==> src/rtl/dram_cs_decoder.sv <==
module dram_cs_decoder #(
  parameter int NUM_WIN = 4,
  localparam int IW  = $clog2(NUM_WIN),
  localparam int RAW = $clog2(NUM_WIN * 8),
  localparam int CW  = $clog2(NUM_WIN + 1)
) (
  input  logic           clk,
  input  logic           rst_n,
  input  logic           reg_we,
  input  logic [RAW-1:0] reg_addr,
  input  logic [31:0]    reg_wdata,
  output logic [31:0]    reg_rdata,
  input  logic [31:0]    cpu_addr,
  output logic           cs_hit,
  output logic [IW-1:0]  cs_index,
  output logic [NUM_WIN-1:0] cs_attr,
  output logic [NUM_WIN-1:0] usable_mask,
  output logic [CW-1:0]  usable_cnt
);

  logic [31:0] base_q [NUM_WIN];
  logic [31:0] size_q [NUM_WIN];
  logic [NUM_WIN-1:0] match;

  wire [IW-1:0] wsel    = reg_addr[RAW-1:3];
  wire          sel_siz = reg_addr[2];

  always_ff @(posedge clk) begin
    if (!rst_n) begin
      for (int i = 0; i < NUM_WIN; i++) begin
        base_q[i] <= '0;
        size_q[i] <= '0;
      end
    end else if (reg_we) begin
      if (sel_siz) size_q[wsel] <= reg_wdata;
      else         base_q[wsel] <= reg_wdata;
    end
  end

  assign reg_rdata = sel_siz ? size_q[wsel] : base_q[wsel];

  for (genvar i = 0; i < NUM_WIN; i++) begin : g_win
    wire [8:0] off = {1'b0, cpu_addr[31:24]} - {1'b0, base_q[i][31:24]};
    assign usable_mask[i] = size_q[i][0] && (base_q[i][3:0] == 4'h0);
    assign match[i] = usable_mask[i]
                   && (cpu_addr[31:24] >= base_q[i][31:24])
                   && (off <= {1'b0, size_q[i][31:24]});
  end

  always_comb begin
    cs_hit   = 1'b0;
    cs_index = '0;
    for (int i = NUM_WIN - 1; i >= 0; i--) begin
      if (match[i]) begin
        cs_hit   = 1'b1;
        cs_index = IW'(i);
      end
    end
  end

  always_comb begin
    cs_attr = '1;
    if (cs_hit) cs_attr[cs_index] = 1'b0;
  end

  always_comb begin
    usable_cnt = '0;
    for (int i = 0; i < NUM_WIN; i++) usable_cnt = usable_cnt + CW'(usable_mask[i]);
  end

  a_r6_attr_single_low: assert property (@(posedge clk) disable iff (!rst_n)
    cs_hit |-> ($countones(cs_attr) == NUM_WIN - 1 && !cs_attr[cs_index]));

  a_r8_miss_idle: assert property (@(posedge clk) disable iff (!rst_n)
    !cs_hit |-> (&cs_attr && cs_index == '0));

  a_r4_hit_is_usable: assert property (@(posedge clk) disable iff (!rst_n)
    cs_hit |-> usable_mask[cs_index]);

  a_r9_count_matches_mask: assert property (@(posedge clk) disable iff (!rst_n)
    usable_cnt == CW'($countones(usable_mask)));

  a_r10_enable_next_cycle: assert property (@(posedge clk) disable iff (!rst_n)
    (reg_we && reg_addr[2] && reg_addr[RAW-1:3] == '0)
      |=> (usable_mask[0] == ($past(reg_wdata[0]) && base_q[0][3:0] == 4'h0)));

endmodule

==> config.mk <==
export PLATFORM = sky130hd
export DESIGN_NAME = dram_cs_decoder
export DESIGN_NICKNAME = d
export VERILOG_FILES = /design/src/rtl/dram_cs_decoder.sv
export SDC_FILE = /design/constraint.sdc
export NUM_CORES = 1
export LEC_CHECK = 0
export ABC_AREA = 1
export BUFFER_PORTS_ARGS = -buffer_cell sky130_fd_sc_hd__buf_2
export CAP_MARGIN = 20
export CORE_MARGIN = 1.5
export CORE_UTILIZATION = 55
export CTS_CLUSTER_DIAMETER = 40
export CTS_CLUSTER_SIZE = 40
export DETAILED_ROUTE_END_ITERATION = 6
export GPL_TIMING_DRIVEN = 0
export PLACE_DENSITY_LB_ADDON = 0.15
export SLEW_MARGIN = 25
export SYNTH_ARGS = -nofsm -noshare
export SYNTH_HDL_FRONTEND = slang
export SYNTH_SLANG_ARGS = --single-unit
export TNS_END_PERCENT = 1
==> constraint.sdc <==
create_clock -name clk -period 3.6 [get_ports clk]
set_clock_uncertainty 0.15 [all_clocks]
set_input_delay 0.18 -clock clk [delete_from_list [all_inputs] [get_ports clk]]
set_output_delay 0.18 -clock clk [all_outputs]
set_load 0.01 [all_outputs]
=== Word level (Yosys, flattened, before mapping) ===
Memories as Yosys holds them, arrays and structs flattened.
Index checks and enable logic that the tools add are counted.

* Bits in registers: 0
* RAM bits: 256
* Memories: 2
* Logic and storage cells: 66

* $lt $le $gt $ge: 10
* $add $sub $neg: 7
* Mux-type cells: 27
* Bitwise operators: 1
* Reduce and logical (&&, ||, !) cells: 19

{| class="wikitable"
|+ Memory list
! name !! depth !! width !! rd ports !! clocked after memory_dff !! wr ports !! line !! text
|-
| base_q || 4 || 32 || 5 || 0 || 4 || 21 || <nowiki>logic [31:0] base_q [NUM_WIN];</nowiki>
|-
| size_q || 4 || 32 || 5 || 0 || 4 || 22 || <nowiki>logic [31:0] size_q [NUM_WIN];</nowiki>
|}

{| class="wikitable"
|+ Operators with widths
! kind !! count
|-
| $mux 32 || 3
|-
| $reduce_or 32->1 || 2
|-
| $le 9x8->1 || 4
|-
| $sub 8x8->9 || 4
|-
| $ge 8x8->1 || 4
|-
| $logic_not 4->1 || 4
|-
| $mux 1 || 16
|-
| $logic_and 1x1->1 || 13
|-
| $mux 2 || 6
|-
| $mux 4 || 1
|-
| $not 4->4 || 1
|-
| $add 2x1->3 || 1
|-
| $add 3x1->3 || 1
|-
| $lt 2x3->1 const B || 1
|-
| $add 1x1->2 || 1
|-
| $demux 1 s2 || 1
|-
| $ge 2x1->1 const B || 1
|}

=== Logic depth before layout (Yosys ltp) ===
Gate-level depths: netlist of the first run.

* Word-level depth: 14
* Gate-level depth with buffers: 21

=== Worst setup path before layout of the first run ===
Ideal clock, no wire load.

* Path type: in2reg
* Start: input reg_addr[3]
* End: memory base_q[1][0], enable pin
* Cell stages on the path: 7
* Slack: -0.062 ns
* Data arrival time: 3.046 ns
* Cell sequence: buf_2 > inv_2 > buf_6 > nor2_2 > inv_2 > buf_2 > o21ai_0

{| class="wikitable"
|+ RTL lines
! what !! line !! text
|-
| start, declared || 10 || <nowiki>input logic [RAW-1:0] reg_addr,</nowiki>
|-
| end, declared || 21 ||
|}

==> results.md, run 1 <==
- Status: complete, but fails checks
- Failing checks: negative setup slack
- Pwr dens: 518 nW/um^2
- CP cell instances: ha_2, inv_2, fa_2, nand2_2, nand2_2, a31oi_2, xor2_1, ha_1, nand2_1, nor2_1, a21boi_2, nand2_1, nand2_1, nand2_1, nand2_2, nand3_4, nand2_2, inv_1, nand2_1, buf_2
- Fin. max-slew vios: 0
- Post-Syn Instances: 1471
- Tmin final: 3.68 ns
- Vias in the first global route: 11400
- Avg Cell Area, Syn: 9.38 sq um
- Synth area leader: edfxtp_1
- Final hold vios: 0
- Netlist Area Pre-Place: 13800 sq um
- Max incr delay on CP: 0.46 ns
- Vias: 11800
- CP startpoint kind: register
- Number of routed nets with antenna violations: 0
- Hold path startpoint: rst_n
- CTS sink count: 256
- Net count after synthesis: 1614
- Synthesis-stage register bit count: 256
- Worst hold path class: input port to register
- Htree depth: 2
- Crit-path max FO: 6
- DRT iter0 DRCs: 1197
- Clock tree buffer depth: 3
- GR Layer Usage met2: 56.0%
- Top post-synthesis cells by area: edfxtp_1 56%, nor2_1 10%, ha_1 6.0%
- CTS tree: done
- WL/cell: 21.1 microns
- Die Y: 161 microns
- GRT Util Overall: 32.8%
- WP buf/inv: 3
- Initial core utilization: 56.4%
- Most frequent cells after synthesis: 381 x nor2_1, 256 x edfxtp_1, 145 x inv_1, 122 x nand2_1, 117 x o21ai_0
- Most common cell in the netlist: nor2_1
- Crit path required time: 3.27 ns
- Endpoint class of the critical path: output port
- Total of max-cap violations: 0
- TritonCTS Buffers: 35
- Placer Congestion: 0.976
- Fin crit share: 102%
- Met1 global-route usage: 42.8%
- Core Region: 24500 sq um
- Worst slack, placed: -0.0285 ns
- Port bufs: 89
- Share of post-route cells with drive strength above 1: 17.9%
- Final Power: 8740 uW
- Register area share after synthesis: 55.7%
- Overflow after GRT: 0
- Global-route wire length before repair: 64300 microns
- Initial antenna violation count: 1
- # rows: 57
- CP delay by family, top: adder cells
- PnR worst setup slack: -0.0830 ns
- Via density per instance: 5.85
- Synth cell types: 36
- WL final: 42400 microns
- Clock-pin slew on the worst setup and hold paths: 0.07 ns
- Worst hold endpoint: base_q[1][14]$_SDFFCE_PN0P_
- Fmax: 0.272 GHz
- Leakage Power: 0.00695 uW
- Final setup vio count: 6
- CP dominant cell by count: nand2_1
- Die width: 161 microns
- Met3 global-route usage: 4.85%
- Ys Warns: 0
- I/O pins: 118
- Slowest CP cell: edfxtp_1
- Dominant synthesized flop cell: edfxtp_1
- Die area: 26000 sq um
- Synth top area share: 55.7%
- DRC: 0
- Hold Path Stages: 2
- Pre-antenna DRT Iters: 5
- Nets: 1800
- CTS root buf: clkbuf_16
- Most Crowded Layer GR: met2
- Max transition margin: 47.7%
- Peak VDD IR: 0.000487 V
- Worst-Margin Slew: 0.784 ns
- RSZ-0062 raised after global routing: yes
- Post-synth EDFFs: 256
- Post-synth ARST share: 0%
- WP data arrival: 3.35 ns
- Largest net degree at the start of global routing: 21
- DP Wirelength: 29500 microns
- CP Class: register to output port
- Area grow syn2layout: 22.2%
## power breakdown
| part | total [uW] | switching, uW | internal, uW | leakage [uW] |
|---|---|---|---|---|
| Clock | 3790 | 1440 | 2350 | 0.000615 |
| Sequential | 3560 | 73.4 | 3480 | 0.00246 |
| Combinational | 1390 | 892 | 494 | 0.00387 |
| Total | 8740 | 2400 | 6330 | 0.00695 |
## kinds of logic (layout without fill, tap and decap cells)
family                     count (synthesis)  count (layout)  share of synthesized area [%]
and+or+nand+nor                          610             610                           17.9
AOI/OAI and AO/OA                        274             274                           11.2
buffers and inverters                    237             450                           7.05
adders and majority gates                 71              71                           6.71
xor gates and xnor gates                  23              23                           1.46
other                                      0               1                              0
DFF                                      256             256                           55.7
## registers in the layout (all words and copies together), names as in the netlist
register and cells:
size_q 128, base_q 128
## layout make-up
| cell class | instances | area [sq um] |
|---|---|---|
| Sequential cell | 256 | 7690 |
| Fill cell | 1850 | 7600 |
| Multi-Input combinational cell | 978 | 5360 |
| Timing Repair Buffer | 149 | 1130 |
| Clock buffer | 35 | 876 |
| Inverter | 151 | 567 |
| Clock inverter | 29 | 422 |
| Buffer | 86 | 405 |
| Tap cell | 324 | 405 |
| Antenna cell | 1 | 2.50 |
## worst max-delay path by stage
stage               slack, ns                         from                         end  cells past startpoint
finish                  -0.08  base_q[1][24]$_SDFFCE_PN0P_                      cs_hit                     20
detailed placement      -0.03                 cpu_addr[24]                      cs_hit                     21
CTS                     -0.11  base_q[0][24]$_SDFFCE_PN0P_                      cs_hit                     19
global placement        -2.56                  reg_addr[4]     size_q[3][27]$_DFFE_PP_                      5
global route            -0.21      base_q[3][24]$_DFFE_PP_                  cs_attr[1]                     19
floorplan               -0.06                  reg_addr[3]  base_q[1][0]$_SDFFCE_PN0P_                      7
## repair_timing
action / 4_1_cts / 5_1_grt
hold buffers: 32 / 0
buffers inserted: 13 / 6
pin swaps: 18 / 24
gates resized for setup: 25 / 24
hold endpoints to repair: 177 / 0
endpoints found under the setup margin: 7 / 7
## metrics by stage
stage / hold slack, ns / cells / area [sq um] / TNS, ns / utilization, %
floorplan: 0.319 / 1471 / 13800 / -3.98 / -
global placement: 0.435 / 1884 / 14600 / -276.00 / 59.9
detailed placement: 0.454 / 1893 / 14900 / -0.0344 / 61.0
CTS: 0.114 / 2002 / 16700 / -0.592 / 68.3
global route: 0.129 / 2008 / 16900 / -1.23 / 68.9
finish: 0.135 / 2009 / 16900 / -0.330 / 68.9
## cells in the final DEF (no fill, tap or decap), types with 32 or more instances in the layout
cell type,instances
nor3_1,65
a31oi_1,38
edfxtp_1,256
inv_1,143
buf_2,132
o21ai_0,111
nand2_1,103
a21oi_1,55
nor2_1,379
clkbuf_16,35
ha_1,61
dlygate4sd3_1,32
## routing by layer
layer,vias to the layer above,share of wire [%]
met5,-,0
met4,0,3.4
met3,97,8.5
met2,622,48
met1,5632,40
li1,5409,-
Power figures use the tool's default switching activity.
==> run 2: changes to the inputs <==
Settings changed: ABC_CLOCK_PERIOD_IN_PS from default to 3600, RECOVER_POWER from default to 50.
==> run 2 against run 1 <==
  * The flow finishes with violations (max-capacitance violations, max-slew violations, negative setup slack)
  * Total power hardly changed
  * Sequential power hardly changed
  * Critical path type unchanged
  * Fmax decreased by 0.66%
  * Critical endpoint is now cs_index[0]
  * Combinational power about the same
  * Worst setup slack got worse by 0.025 ns
  * Critical path depth fell by 3
  * Global-route usage unchanged
==> results.md, run 2 (synthesis gave the netlist of run 1 again) <==
- Hold Path Stages: 3
- Final hold vios: 0
- Fin crit share: 103%
- Crit-path max FO: 6
- I/O pins: 118
- Vias: 11700
- Most common cell after layout, fill and taps aside: nor2_1
- Hold path startpoint: reg_we
- Htree depth: 2
- # rows: 57
- Largest net degree at the start of global routing: 21
- Worst slack, placed: -0.0285 ns
- Worst hold endpoint: base_q[3][4]$_DFFE_PP_
- WP buf/inv: 2
- Vias in the first global route: 11400
- Overflow after GRT: 0
- Core Region: 24500 sq um
- WL/cell: 21.0 microns
- CP startpoint kind: register
- Die width: 161 microns
- Number of routed nets with antenna violations: 0
- Max incr delay on CP: 0.41 ns
- WL final: 42300 microns
- PnR worst setup slack: -0.108 ns
- Hold_ws: 0.220 ns
- DP Wirelength: 29500 microns
- CP cell instances: ha_2, inv_2, fa_2, nand3_2, nand2_2, a31oi_1, xor2_1, ha_1, a21oi_1, a21boi_2, nand2_1, nand2_1, nand2_1, o21ai_2, nand3_4, a21boi_2, buf_2
- Global-route wire length before repair: 64300 microns
- CTS sink count: 256
- Clock power share: 43.5%
- Pwr dens: 520 nW/um^2
- Largest regs: base_q x128, size_q x128
- Endpoint class of the critical path: output port
- Leakage Power: 0.00690 uW
- WP data arrival: 3.38 ns
- DRC: 0
- Sw frac: 27.5%
- CP delay by family, top: adder cells
- Pint: 6330 uW
- CTS root buf: clkbuf_16
- Antenna diode count: 0
- Worst-Margin Slew: 2.12 ns
- CTS tree: done
- Nets: 1800
- DRT iter0 DRCs: 1142
- Final setup vio count: 7
- Die Y: 161 microns
- Most frequent cells in the layout: 380 x nor2_1, 256 x edfxtp_1, 143 x inv_1, 112 x o21ai_0, 105 x buf_2
- Fin. max-slew vios: 26
- Clock tree buffer depth: 3
- Share of post-route cells with drive strength above 1: 15.8%
- Power share of the sequential group: 40.7%
- Met1 global-route usage: 42.8%
- GRT Util Overall: 32.8%
- Placer Congestion: 0.976
- Tmin final: 3.71 ns
- Initial core utilization: 56.4%
- Slowest CP cell: edfxtp_1
- Initial antenna violation count: 0
- Failing checks: max-capacitance violations, max-slew violations, negative setup slack
- Most Crowded Layer GR: met2
- Fmax: 0.270 GHz
- Switching power: 2400 uW
- Die area: 26000 sq um
- Area grow syn2layout: 21.7%
- Status: complete, but fails checks
- Final TNS setup: -0.471 ns
- Total of max-cap violations: 2
- Met3 global-route usage: 4.85%
- Peak VDD IR: 0.000486 V
- Clock-pin slew on the worst setup and hold paths: 0.06 ns
- Port bufs: 89
- Via density per instance: 5.84
- CP dominant cell by count: nand2_1
- Pre-antenna DRT Iters: 5
- Crit path required time: 3.27 ns
- Worst hold path class: input port to register
- CP Class: register to output port
- Combinational share of power: 15.8%
- Max transition margin: -43.0%
- TritonCTS Buffers: 35
- RSZ-0062 raised after global routing: yes
- GR Layer Usage met2: 56.0%
run 2: per-layer routing:
layer,vias up,wire length (microns)
li1,5413,-
met1,5574,16700
met2,615,20300
met3,117,3660
met4,0,1580
met5,-,0
run 2: timing repair:
action / CTS / global route
gates resized for setup: 25 / 24
setup endpoints to repair: 7 / 7
pin swaps: 18 / 24
buffers inserted: 13 / 6
hold buffers: 32 / 0
cloned: 0 / 0
endpoints found under the hold margin: 177 / 0
run 2: how the worst max path moves through the flow:
| stage | to | depth (start not counted) | slack (ns) | startpoint |
|---|---|---|---|---|
| 3_3_place_gp | size_q[3][27]$_DFFE_PP_ | 5 | -2.56 | reg_addr[4] |
| 5_1_grt | cs_attr[1] | 19 | -0.21 | base_q[3][24]$_DFFE_PP_ |
| 6_report | cs_index[0] | 17 | -0.11 | base_q[0][24]$_SDFFCE_PN0P_ |
| 3_5_place_dp | cs_hit | 21 | -0.03 | cpu_addr[24] |
| 4_1_cts | cs_hit | 19 | -0.11 | base_q[0][24]$_SDFFCE_PN0P_ |
| 2_1_floorplan | base_q[1][0]$_SDFFCE_PN0P_ | 7 | -0.06 | reg_addr[3] |
run 2: stage by stage:
stage / total power [uW] / instance area [sq um] / instances / util, %
after floorplan: 4410 / 13800 / 1471 / -
after global placement: 4800 / 14600 / 1884 / 59.9
after detailed placement: 4850 / 14900 / 1893 / 61.0
after CTS: 8650 / 16700 / 2002 / 68.3
after global routing: 9000 / 16800 / 2008 / 68.6
final: 8730 / 16800 / 2008 / 68.6
run 2: area by class of cell:
class                   instances  area (sq um)
plain buffers                  86           365
clock inverters                29           422
fillers                      1871          7670
repair buffers                149          1130
inverters                     151           567
flip-flops and latches        256          7690
multi-input cells             978          5340
clock buffers                  35           876
well taps                     324           405
run 2: power groups by stage:
stage	logic [uW]	registers (uW)	clock network, uW
after floorplan	818	3590	0
after detailed placement	1230	3610	0
after global routing	1530	3570	3900
after global placement	1170	3630	0
after CTS	1310	3550	3790
final	1380	3560	3790
==> run 3: changes to the inputs <==
Settings changed: ABC_CLOCK_PERIOD_IN_PS 3600 to 3000, SLEW_MARGIN 25 to 20.
Clock period 3.6 ns to 3 ns, I/O delays scaled along.
==> run 3 against run 2 <==
  * Critical path type unchanged
  * Combinational power grew 17%
  * Utilization shrank 0.43 points
  * Clock power grew 17%
  * Clock-buffer cell count is the same
  * Sequential power grew 20%
  * Via count grew 0.14%
  * Sequential cell count is the same
  * Total power grew 18%
  * Largest cell class unchanged
  * The flow still finishes with violations (max-capacitance violations, max-slew violations, negative setup slack)
==> results.md, run 3 (synthesis gave the netlist of run 1 again) <==
- Initial core utilization: 56.4%
- DRC: 0
- Pwr dens: 618 nW/um^2
- Most frequent cells in the layout: 379 x nor2_1, 256 x edfxtp_1, 144 x inv_1, 112 x o21ai_0, 109 x nand2_1
- Endpoint class of the critical path: output port
- Largest regs: base_q x128, size_q x128
- PnR worst setup slack: -0.677 ns
- Vias: 11700
- Die area: 26000 sq um
- WL/cell: 21.2 microns
- I/O pins: 118
- WL final: 42500 microns
- DRT iter0 DRCs: 1191
- Final setup vio count: 39
- Overflow after GRT: 0
- Fin. max-slew vios: 10
- Placer Congestion: 0.976
- Largest net degree at the start of global routing: 21
- Failing checks: max-capacitance violations, max-slew violations, negative setup slack
- Peak VDD IR: 0.000523 V
- Nets: 1799
- WP data arrival: 3.38 ns
- Core Util, Final: 68.2%
- Hold Path Stages: 3
- CTS sink count: 256
- Die width: 161 microns
- RSZ-0062 raised after global routing: yes
- Worst-Margin Slew: 2.05 ns
- Clock-pin slew on the worst setup and hold paths: 0.06 ns
- CP Class: register to output port
- GRT Util Overall: 33.2%
- Fin crit share: 123%
- Port bufs: 89
- CP cell instances: ha_2, inv_2, buf_4, buf_4, buf_4, buf_4, buf_4, a21oi_1, nor2_1, nor2_1, xor2_1, inv_1, ha_1, nand3_1, o21ai_2, nand3_4, a21boi_2, buf_2
- Worst hold path class: input port to register
- Max incr delay on CP: 0.39 ns
- Post-Layout Cell Count: 2007
- Final hold vios: 0
- Filler Cell Count: 1912
- Initial antenna violation count: 0
- TritonCTS Buffers: 35
- Htree depth: 2
- Clock tree buffer depth: 3
- Tmin final: 3.68 ns
- Core Region: 24500 sq um
- Global-route wire length before repair: 65000 microns
- Met3 global-route usage: 4.57%
- Total of max-cap violations: 1
- DP Wirelength: 29500 microns
- Die Y: 161 microns
- Max transition margin: -38.2%
- GR Layer Usage met2: 56.7%
- Share of post-route cells with drive strength above 1: 15.4%
- CP dominant cell by count: buf_4
- Most common cell after layout, fill and taps aside: nor2_1
- Most Crowded Layer GR: met2
- CTS tree: done
- CP startpoint kind: register
- Status: complete, but fails checks
- Pre-antenna DRT Iters: 5
- Via density per instance: 5.85
- CTS root buf: clkbuf_16
- Antenna diode count: 0
- Slowest CP cell: edfxtp_1
- Area grow syn2layout: 21.0%
- # rows: 57
- Vias in the first global route: 11600
- Crit-path max FO: 6
- Fmax: 0.272 GHz
- Met1 global-route usage: 43.4%
- Inst Count DP: 1893
- Number of routed nets with antenna violations: 0
- Crit path required time: 2.70 ns
- Leakage Power: 0.00687 uW
[run 3: critical path, delay by kind of cell (launching register included)]
family	cells	cell delay, ns
DFF	1	0.39
adders and majority gates	2	0.48
buffers and inverters	8	0.84
xor gates and xnor gates	1	0.16
and+or+nand+nor	4	0.41
AOI/OAI and AO/OA	3	0.56
[run 3: metrics by stage]
step / area [sq um] / worst slack (ns) / total power, uW / hold slack, ns / TNS [ns]
4_1_cts: 16700 / -0.672 / 10300 / 0.0833 / -4.52
2_1_floorplan: 13800 / -0.632 / 5290 / 0.289 / -76.61
6_report: 16700 / -0.677 / 10300 / 0.190 / -14.08
3_3_place_gp: 14600 / -3.13 / 5750 / 0.405 / -373.88
3_5_place_dp: 14900 / -0.545 / 5820 / 0.421 / -3.25
5_1_grt: 16700 / -0.819 / 10600 / 0.203 / -17.66
[run 3: final timing paths]
path                                   startpoint                 endpoint  slack (ns)
worst max-delay path  base_q[0][24]$_SDFFCE_PN0P_              cs_index[0]       -0.68
worst min-delay path                       reg_we  base_q[3][31]$_DFFE_PP_        0.19
[run 3: timing repair]
item                       CTS  global route
resized for setup           26             9
hold buffers                32             0
pin swaps                   16            15
hold endpoints to repair   193             0
buffers inserted            13             5
setup endpoints to repair    7             8
[run 3: routing by layer]
layer / part of all wire (%) / vias up / wire length (microns)
met5: 0 / - / 0
met4: 3.0 / 0 / 1260
met3: 8.6 / 91 / 3670
met2: 49 / 617 / 20900
met1: 39 / 5618 / 16700
li1: - / 5409 / -
[run 3: area by class of cell]
cell class	instances	area [sq um]	area share, %
well taps	324	405	2.43
plain buffers	86	367	2.20
flip-flops and latches	256	7690	46.1
inverters	151	567	3.40
clock inverters	29	385	2.31
clock buffers	35	876	5.25
multi-input cells	978	5270	31.6
repair buffers	148	1120	6.74
[run 3: power breakdown]
| part | switching (uW) | internal [uW] | total, uW |
|---|---|---|---|
| clock | 1700 | 2730 | 4430 |
| sequential | 87.6 | 4180 | 4270 |
| combinational | 1050 | 566 | 1620 |
